**src/rtl/tx_irq_pkg.sv**
```systemverilog
package tx_irq_pkg;
  localparam int ADDR_W = 8;
  localparam int DATA_W = 32;
  localparam int NUM_SRC = 14;

  // register offsets (software visible, fixed)
  localparam logic [ADDR_W-1:0] OFS_SET    = 8'h14;
  localparam logic [ADDR_W-1:0] OFS_CLR    = 8'h18;
  localparam logic [ADDR_W-1:0] OFS_MASK   = 8'h1C;
  localparam logic [ADDR_W-1:0] OFS_STATUS = 8'h20;

  // 1 = level source, 0 = latched event
  localparam logic [NUM_SRC-1:0] LEVEL_BITS = 14'b00_0011_0000_1111;

  typedef struct packed {
    logic setMask;
    logic clrMask;
    logic wipeMask;
    logic clrFlags;
  } irq_strobe_t;
endpackage

```
**src/rtl/tx_irq_regif.sv**
```systemverilog
module tx_irq_regif
  import tx_irq_pkg::*;
#(
  parameter int AW = ADDR_W,
  parameter int DW = DATA_W,
  parameter int NS = NUM_SRC
) (
  input  logic [AW-1:0] regAddr,
  input  logic          regWrEn,
  input  logic [DW-1:0] regWrData,
  input  logic          regRdEn,
  input  logic          swReset,
  input  logic [NS-1:0] maskQ,
  input  logic [NS-1:0] statusNow,
  output irq_strobe_t   strobes,
  output logic [NS-1:0] wrBits,
  output logic [DW-1:0] regRdData
);
  logic unusedHiBits;
  assign unusedHiBits = ^regWrData[DW-1:NS];
  assign wrBits = regWrData[NS-1:0];

  always_comb begin
    strobes.wipeMask = swReset;
    strobes.setMask  = regWrEn && (regAddr == AW'(OFS_SET));
    strobes.clrMask  = regWrEn && (regAddr == AW'(OFS_CLR));
    strobes.clrFlags = regRdEn && (regAddr == AW'(OFS_STATUS));
  end

  always_comb begin
    regRdData = '0;
    if (regAddr == AW'(OFS_MASK))        regRdData = DW'(maskQ);
    else if (regAddr == AW'(OFS_STATUS)) regRdData = DW'(statusNow);
  end
endmodule

```
**src/rtl/tx_irq_core.sv**
```systemverilog
module tx_irq_core
  import tx_irq_pkg::*;
#(
  parameter int NS = NUM_SRC,
  parameter logic [NS-1:0] LEVEL_MASK = LEVEL_BITS
) (
  input  logic          clk,
  input  logic          rstN,
  input  irq_strobe_t   strobes,
  input  logic [NS-1:0] wrBits,
  input  logic [NS-1:0] srcEvent,
  output logic [NS-1:0] maskQ,
  output logic [NS-1:0] statusNow,
  output logic          irq
);
  always_ff @(posedge clk or negedge rstN) begin
    if (!rstN)                 maskQ <= '0;
    else if (strobes.wipeMask) maskQ <= '0;
    else if (strobes.setMask)  maskQ <= maskQ | wrBits;
    else if (strobes.clrMask)  maskQ <= maskQ & ~wrBits;
  end

  for (genvar i = 0; i < NS; i++) begin : g_bit
    if (LEVEL_MASK[i]) begin : g_level
      assign statusNow[i] = srcEvent[i];
    end else begin : g_flag
      logic flagQ;
      always_ff @(posedge clk or negedge rstN) begin
        if (!rstN) flagQ <= 1'b0;
        else       flagQ <= (flagQ && !strobes.clrFlags) || srcEvent[i];
      end
      assign statusNow[i] = flagQ;
    end
  end

  always_ff @(posedge clk or negedge rstN) begin
    if (!rstN) irq <= 1'b0;
    else       irq <= |(statusNow & maskQ);
  end
endmodule

```
**src/rtl/tx_irq_ctrl.sv**
```systemverilog
module tx_irq_ctrl
  import tx_irq_pkg::*;
#(
  parameter int AW = ADDR_W,
  parameter int DW = DATA_W,
  parameter int NS = NUM_SRC
) (
  input  logic          clk,
  input  logic          rstN,
  input  logic [AW-1:0] regAddr,
  input  logic          regWrEn,
  input  logic [DW-1:0] regWrData,
  input  logic          regRdEn,
  output logic [DW-1:0] regRdData,
  input  logic          swReset,
  input  logic [NS-1:0] srcEvent,
  output logic          irq
);
  irq_strobe_t   strobes;
  logic [NS-1:0] wrBits;
  logic [NS-1:0] maskQ;
  logic [NS-1:0] statusNow;

  tx_irq_regif #(.AW(AW), .DW(DW), .NS(NS)) i_regif (
    .regAddr(regAddr), .regWrEn(regWrEn), .regWrData(regWrData),
    .regRdEn(regRdEn), .swReset(swReset), .maskQ(maskQ),
    .statusNow(statusNow), .strobes(strobes), .wrBits(wrBits),
    .regRdData(regRdData)
  );

  tx_irq_core #(.NS(NS), .LEVEL_MASK(NS'(LEVEL_BITS))) i_core (
    .clk(clk), .rstN(rstN), .strobes(strobes), .wrBits(wrBits),
    .srcEvent(srcEvent), .maskQ(maskQ), .statusNow(statusNow), .irq(irq)
  );
endmodule

```
**config.mk**
```make
export PLATFORM = sky130hd
export DESIGN_NAME = tx_irq_ctrl
export DESIGN_NICKNAME = d
export VERILOG_FILES = /design/src/rtl/tx_irq_pkg.sv /design/src/rtl/tx_irq_regif.sv /design/src/rtl/tx_irq_core.sv /design/src/rtl/tx_irq_ctrl.sv
export SDC_FILE = /design/constraint.sdc
export NUM_CORES = 1
export LEC_CHECK = 0
export ABC_AREA = 1
export BUFFER_PORTS_ARGS = -buffer_cell sky130_fd_sc_hd__buf_2
export CAP_MARGIN = 15
export CORE_ASPECT_RATIO = 1.75
export CORE_MARGIN = 1.5
export CORE_UTILIZATION = 47
export CTS_BUF_LIST = sky130_fd_sc_hd__clkbuf_8
export DETAILED_ROUTE_END_ITERATION = 8
export GPL_ROUTABILITY_DRIVEN = 0
export GPL_TIMING_DRIVEN = 0
export PLACE_DENSITY = 0.91
export SYNTH_ARGS = -nofsm -noshare
export SYNTH_HDL_FRONTEND = slang
export SYNTH_HIERARCHICAL = 1
export SYNTH_SLANG_ARGS = --single-unit
```
**constraint.sdc**
```tcl
create_clock -name clk -period 1.57 [get_ports clk]
set_clock_uncertainty 0.15 [all_clocks]
set_input_delay 0.3925 -clock clk [delete_from_list [all_inputs] [get_ports clk]]
set_output_delay 0.3925 -clock clk [all_outputs]
set_load 0.02 [all_outputs]
```
==> impl_metrics.toml, run 1 <==
[power_and_ir_drop]
sw_frac_of_total = 0.312
leakagePower_nw = 1.48
irDropWorstVdd_mv = 0.560
power_mw = 1.42
comb_power_share = 0.277
internal-power_mw = 0.976
p_sw_mw = 0.442
p_clk_frac = 0.266
p_per_area_nw_per_um2 = 514
pwr-share-seq = 0.457

[die]
dieArea_um2 = 4280
die_x_um = 50.1
fp-row-count = 29
die_h_um = 85.5
io_pins = 92
initial_core_util = 0.498
core_um2 = 3660

[placed_design]
dp_hpwl_um = 3260
dp_cells = 361
io_buffers = 40

[synthesis]
synth_top_area_cell = "dfrtp_1"
ys_top_cells_by_count = "56 x nand2_1, 48 x buf_4, 44 x nand3_1"
ys.flop_type = "dfrtp_1"
synth-seq-cells = 23
ys_types = 18
synth.avg_cell_area_um2 = 7.08
synth-edff-count = 0
yosysMostFrequentCell = "nand2_1"
async_flop_share = 1.00
ys_warn_count = 6
yosysSeqAreaShare = 0.315
syn_inst = 258
yosysTopAreaCellShare = 0.315
yosys-top-cells-area = "dfrtp_1 32%, buf_4 20%, nand3_1 12%"
synth_area_um2 = 1830

[setup_path]
worstSetupPathType = "input port to output pin"
r2r_slack_ns = 0.44
critPathMaxFanout = 5
crit_required_ns = 1.03
cp-start-kind = "input port"
cp-end-kind = "output pin"
arrival_ns = 1.28

[route]
ant_nets = 0
drcViolationCount = 0
wl_per_cell_um = 15.2
via_count = 1954
drt_iter0_drc = 65
finalWirelength_um = 5830
routed_via_density = 5.09
drtPass1Iterations = 4

[layout]
fin_cells = 384
finish.net_count = 398
layout-drive-gt1-share = 0.544
area_growth_syn_to_layout_pct = 51.0
antennaDiodeCount = 0
fin_util = 0.753

[clock_tree]
cts_tree = "yes"
h-tree-depth = 1
worst_setup_hold_path_clk_slew_ns = 0.08
root_buffer = "clkbuf_8"
clock_latency_ns = 0.27
cts_buffer_depth = 2
cts_made_buffers = 3
clock_sinks = 23

[global_routing]
grt_pass1_vias = 1941
antenna_found_initial = 0
track_usage = 0.268
grt_overflow = 0
grt_max_degree = 24
grt_pass1_wl_um = 8700

[sta]
finalCriticalPeriod_ns = 1.82
holdWs_ns = 0.160
rsz0062_at_grt = "yes"
relSlewSlack = 0.647
slew_violations = 0
tightest_slew_ns = 0.529
min_period_over_period = 1.16
finalWorstSetupSlack_ns = -0.249
max_freq_mhz = 550
hold_viol_final = 0
setup_viol = 25

[hold_path]
hp-class = "input port to flip-flop"

[status]
violations = "setup timing"
outcome = "complete, but fails checks"

[job]
max-cap-violations = 0
[per-layer routing]
layer  vias up  part of all wire  global-route usage
met5         -                 0                   0
met4         0             0.052               0.167
met3        27             0.054              0.0317
met2       108              0.55               0.501
met1       910              0.34               0.269
li1        909                 -                   -
[sequential cells by signal, summed over array words and instances (netlist names)]
signal	cells
i_core/irq	1
i_core/g_bit.g_flag.flagQ	8
i_core/maskQ	14
[cells in the final DEF (no fill, tap or decap), types with 18 or more instances in the layout]
cell / n
nand2_1: 39
inv_1: 18
buf_2: 21
nand2_2: 18
nand3_2: 24
conb_1: 18
buf_6: 37
nand3_1: 18
buf_4: 55
dfrtp_1: 23
[what timing repair did]
action	CTS	global route
hold buffers	1	0
cloned	4	2
resized for setup	77	34
buffers inserted	9	4
endpoints found under the setup margin	25	33
pin swaps	30	24
hold endpoints to repair	23	0
[stage by stage]
stage | setup TNS [ns] | instance area [µm²] | setup slack, ns
2_1_floorplan | 0 | 1920 | 0.00234
3_3_place_gp | -7.87 | 2180 | -0.260
3_5_place_dp | -9.03 | 2180 | -0.309
4_1_cts | -2.23 | 2600 | -0.171
5_1_grt | -4.64 | 2760 | -0.285
6_report | -3.23 | 2760 | -0.249
[power groups by stage]
stage / registers [mW] / logic [mW] / clock network, mW
6_report: 0.648 / 0.393 / 0.377
5_1_grt: 0.650 / 0.425 / 0.399
4_1_cts: 0.646 / 0.354 / 0.379
3_5_place_dp: 0.654 / 0.305 / 0
3_3_place_gp: 0.653 / 0.298 / 0
2_1_floorplan: 0.647 / 0.228 / 0
[final cells by class]
| type | instances | area (µm²) |
|---|---|---|
| multi-input cells | 169 | 1010 |
| fillers | 229 | 906 |
| inverters | 27 | 114 |
| well taps | 46 | 57.6 |
| clock inverters | 1 | 3.75 |
| plain buffers | 55 | 440 |
| clock buffers | 3 | 41.3 |
| repair buffers | 60 | 519 |
| flip-flops and latches | 23 | 576 |
[worst paths after layout]
check | start | end | cells past startpoint
worst min register to register | i_core/g_bit[10].g_flag.flagQ | i_core/g_bit[10].g_flag.flagQ | 2
worst min-delay path | srcEvent[11] | i_core/g_bit[11].g_flag.flagQ | 2
worst max register to register | i_core/maskQ[2] | i_core/irq | 6
max in group asynchronous | rstN | i_core/g_bit[7].g_flag.flagQ | 2
min in group asynchronous | rstN | i_core/maskQ[1] | 2
worst max-delay path | regAddr[1] | regRdData[11] | 8
[cell families (layout without fill, tap and decap cells)]
kind of cell | count (synthesis) | after routing | synth area share
buffers and inverters | 83 | 146 | 0.288
AND/OR/NAND/NOR | 128 | 128 | 0.319
other | 1 | 18 | 0.00205
flip-flops | 23 | 23 | 0.315
AO/OA/AOI/OAI | 23 | 23 | 0.0760
[worst max-delay path: stages]
cell and delay [ns]:
buf_6 0.10, inv_4 0.05, nand2_4 0.06, nor2_4 0.22, buf_6 0.18, nand3_2 0.09, nand2_2 0.07, buf_6 0.11
(Power assumes the default switching activity.)
==> inputs of run 2 (changes only) <==
Settings changed: CAP_MARGIN 15 to 20, RECOVER_POWER set to 50, REMOVE_ABC_BUFFERS set to 1.
==> run 2 against run 1 <==
Effect of this change:
- the flow still finishes with violations (setup timing)
- largest power group unchanged
- critical path type unchanged
- first-iteration DRC count down 26%
- routed wire length down 7.0%
- combinational power shrank 12%
- hold slack better by 0.011 ns
- total power is 4.8% lower
- global-route usage shrank 4.4 points
- non-clock buffer count down 38
- design area shrank 8.8%
==> impl_metrics.toml, run 2 (synthesis results as in run 1) <==
[placed_design]
io_buffers = 55
dp_hpwl_um = 2810
dp_cells = 320

[clock_tree]
cts_made_buffers = 3
h-tree-depth = 1
clock_sinks = 23
cts_buffer_depth = 2
root_buffer = "clkbuf_8"
worst_setup_hold_path_clk_slew_ns = 0.08
clock_latency_ns = 0.26
cts_tree = "yes"

[route]
drcViolationCount = 0
drt_iter0_drc = 48
drtPass1Iterations = 4
ant_nets = 0
wl_per_cell_um = 15.7
via_count = 1782
finalWirelength_um = 5420
routed_via_density = 5.15

[power_and_ir_drop]
p_sw_mw = 0.419
sw_frac_of_total = 0.310
leakagePower_nw = 1.30
p_clk_frac = 0.268
comb_power_share = 0.255
power_mw = 1.35
p_per_area_nw_per_um2 = 537
internal-power_mw = 0.931
pwr-share-seq = 0.477
irDropWorstVdd_mv = 0.520

[die]
initial_core_util = 0.498
core_um2 = 3660
fp-row-count = 29
io_pins = 92
dieArea_um2 = 4280
die_x_um = 50.1
die_h_um = 85.5

[status]
outcome = "complete, but fails checks"
violations = "setup timing"

[sta]
min_period_over_period = 1.15
setup_viol = 14
rsz0062_at_grt = "yes"
hold_viol_final = 0
finalCriticalPeriod_ns = 1.81
finalWorstSetupSlack_ns = -0.241
relSlewSlack = 0.605
max_freq_mhz = 552
slew_violations = 0
tightest_slew_ns = 0.593

[global_routing]
grt_max_degree = 24
antenna_found_initial = 0
grt_pass1_wl_um = 7450
grt_pass1_vias = 1661
grt_overflow = 0
track_usage = 0.224

[layout]
layout-drive-gt1-share = 0.483
most-common-layout-cells = "42 x nand2_1, 32 x buf_2, 28 x buf_6, 23 x dfrtp_1"
fin_cells = 346
mostFrequentLayoutCell = "nand2_1"
top_regs = "i_core/maskQ: 14 flops, i_core/g_bit.g_flag.flagQ: 8 flops, i_core/irq: 1 flops"
area_growth_syn_to_layout_pct = 37.7
finish.net_count = 360
largest_register = "i_core/maskQ"
largest_reg_flops = 14
antennaDiodeCount = 0

[setup_path]
worstSetupPathType = "input port to output pin"
arrival_ns = 1.27
crit_required_ns = 1.03
r2r_slack_ns = 0.41
critPathMaxFanout = 7
cp-start-kind = "input port"
reg2reg_depth = 6
cp-end-kind = "output pin"

[hold_path]
min_path_cells = 2
hp-class = "input port to flip-flop"

[job]
max-cap-violations = 0
==> run 2: cell count changes in the layout (fill, tap and decap cells not counted), sizes merged <==
| cell | before | now |
|---|---|---|
| clkbuf | 3 | 5 |
| buf | 114 | 74 |
==> run 2: final timing paths <==
path / startpoint / endpoint
max in group asynchronous: rstN / i_core/maskQ[5]
worst min register to register: i_core/maskQ[4] / i_core/maskQ[4]
worst min-delay path: srcEvent[10] / i_core/g_bit[10].g_flag.flagQ
worst max register to register: i_core/g_bit[5].g_flag.flagQ / i_core/irq
min in group asynchronous: rstN / i_core/g_bit[10].g_flag.flagQ
worst max-delay path: regAddr[3] / regRdData[13]
==> run 2: worst max-delay path, cell delays in order <==
cell       delay [ns]
buf_8            0.09
nand2_1          0.10
nor2_4           0.19
clkbuf_16        0.19
nand3_2          0.09
nand2_2          0.10
buf_6            0.12
==> run 2: cell type report <==
type / count / area (µm²)
inverters: 27 / 121
well taps: 46 / 57.6
fillers: 260 / 1150
flip-flops and latches: 23 / 576
clock inverters: 1 / 3.75
multi-input cells: 169 / 1040
repair buffers: 77 / 673
clock buffers: 3 / 41.3
==> run 2: what timing repair did <==
item | CTS | global route
hold endpoints to repair | 23 | 0
pin swaps | 20 | 23
resized for setup | 68 | 53
setup buffers | 19 | 1
hold buffers | 1 | 0
setup endpoints to repair | 36 | 32
gates cloned | 1 | 1
==> run 2: power groups by stage <==
stage / Clock (mW) / Combinational [mW] / Sequential (mW)
floorplan: 0 / 0.141 / 0.647
global placement: 0 / 0.234 / 0.647
detailed placement: 0 / 0.239 / 0.649
CTS: 0.365 / 0.297 / 0.637
global route: 0.401 / 0.369 / 0.646
finish: 0.362 / 0.344 / 0.643
==> run 2: routing by layer <==
metal	part of all wire	track usage	vias to the layer above	wire, µm
met5	0	0	-	0
met4	0.034	0.0682	0	187
met3	0.051	0.0246	17	277
met2	0.57	0.435	90	3110
met1	0.34	0.242	851	1850
li1	-	-	824	-
==> run 2: stage by stage <==
stage	setup TNS (ns)	setup slack (ns)	cell area, µm²	hold WS, ns	utilization
3_3_place_gp	-21.47	-1.10	1800	0.241	0.491
5_1_grt	-3.28	-0.271	2510	0.170	0.686
6_report	-2.73	-0.241	2510	0.171	0.686
3_5_place_dp	-22.84	-1.16	1800	0.244	0.491
2_1_floorplan	-5.98	-0.434	1470	-0.0531	-
4_1_cts	-2.27	-0.182	2290	0.172	0.624
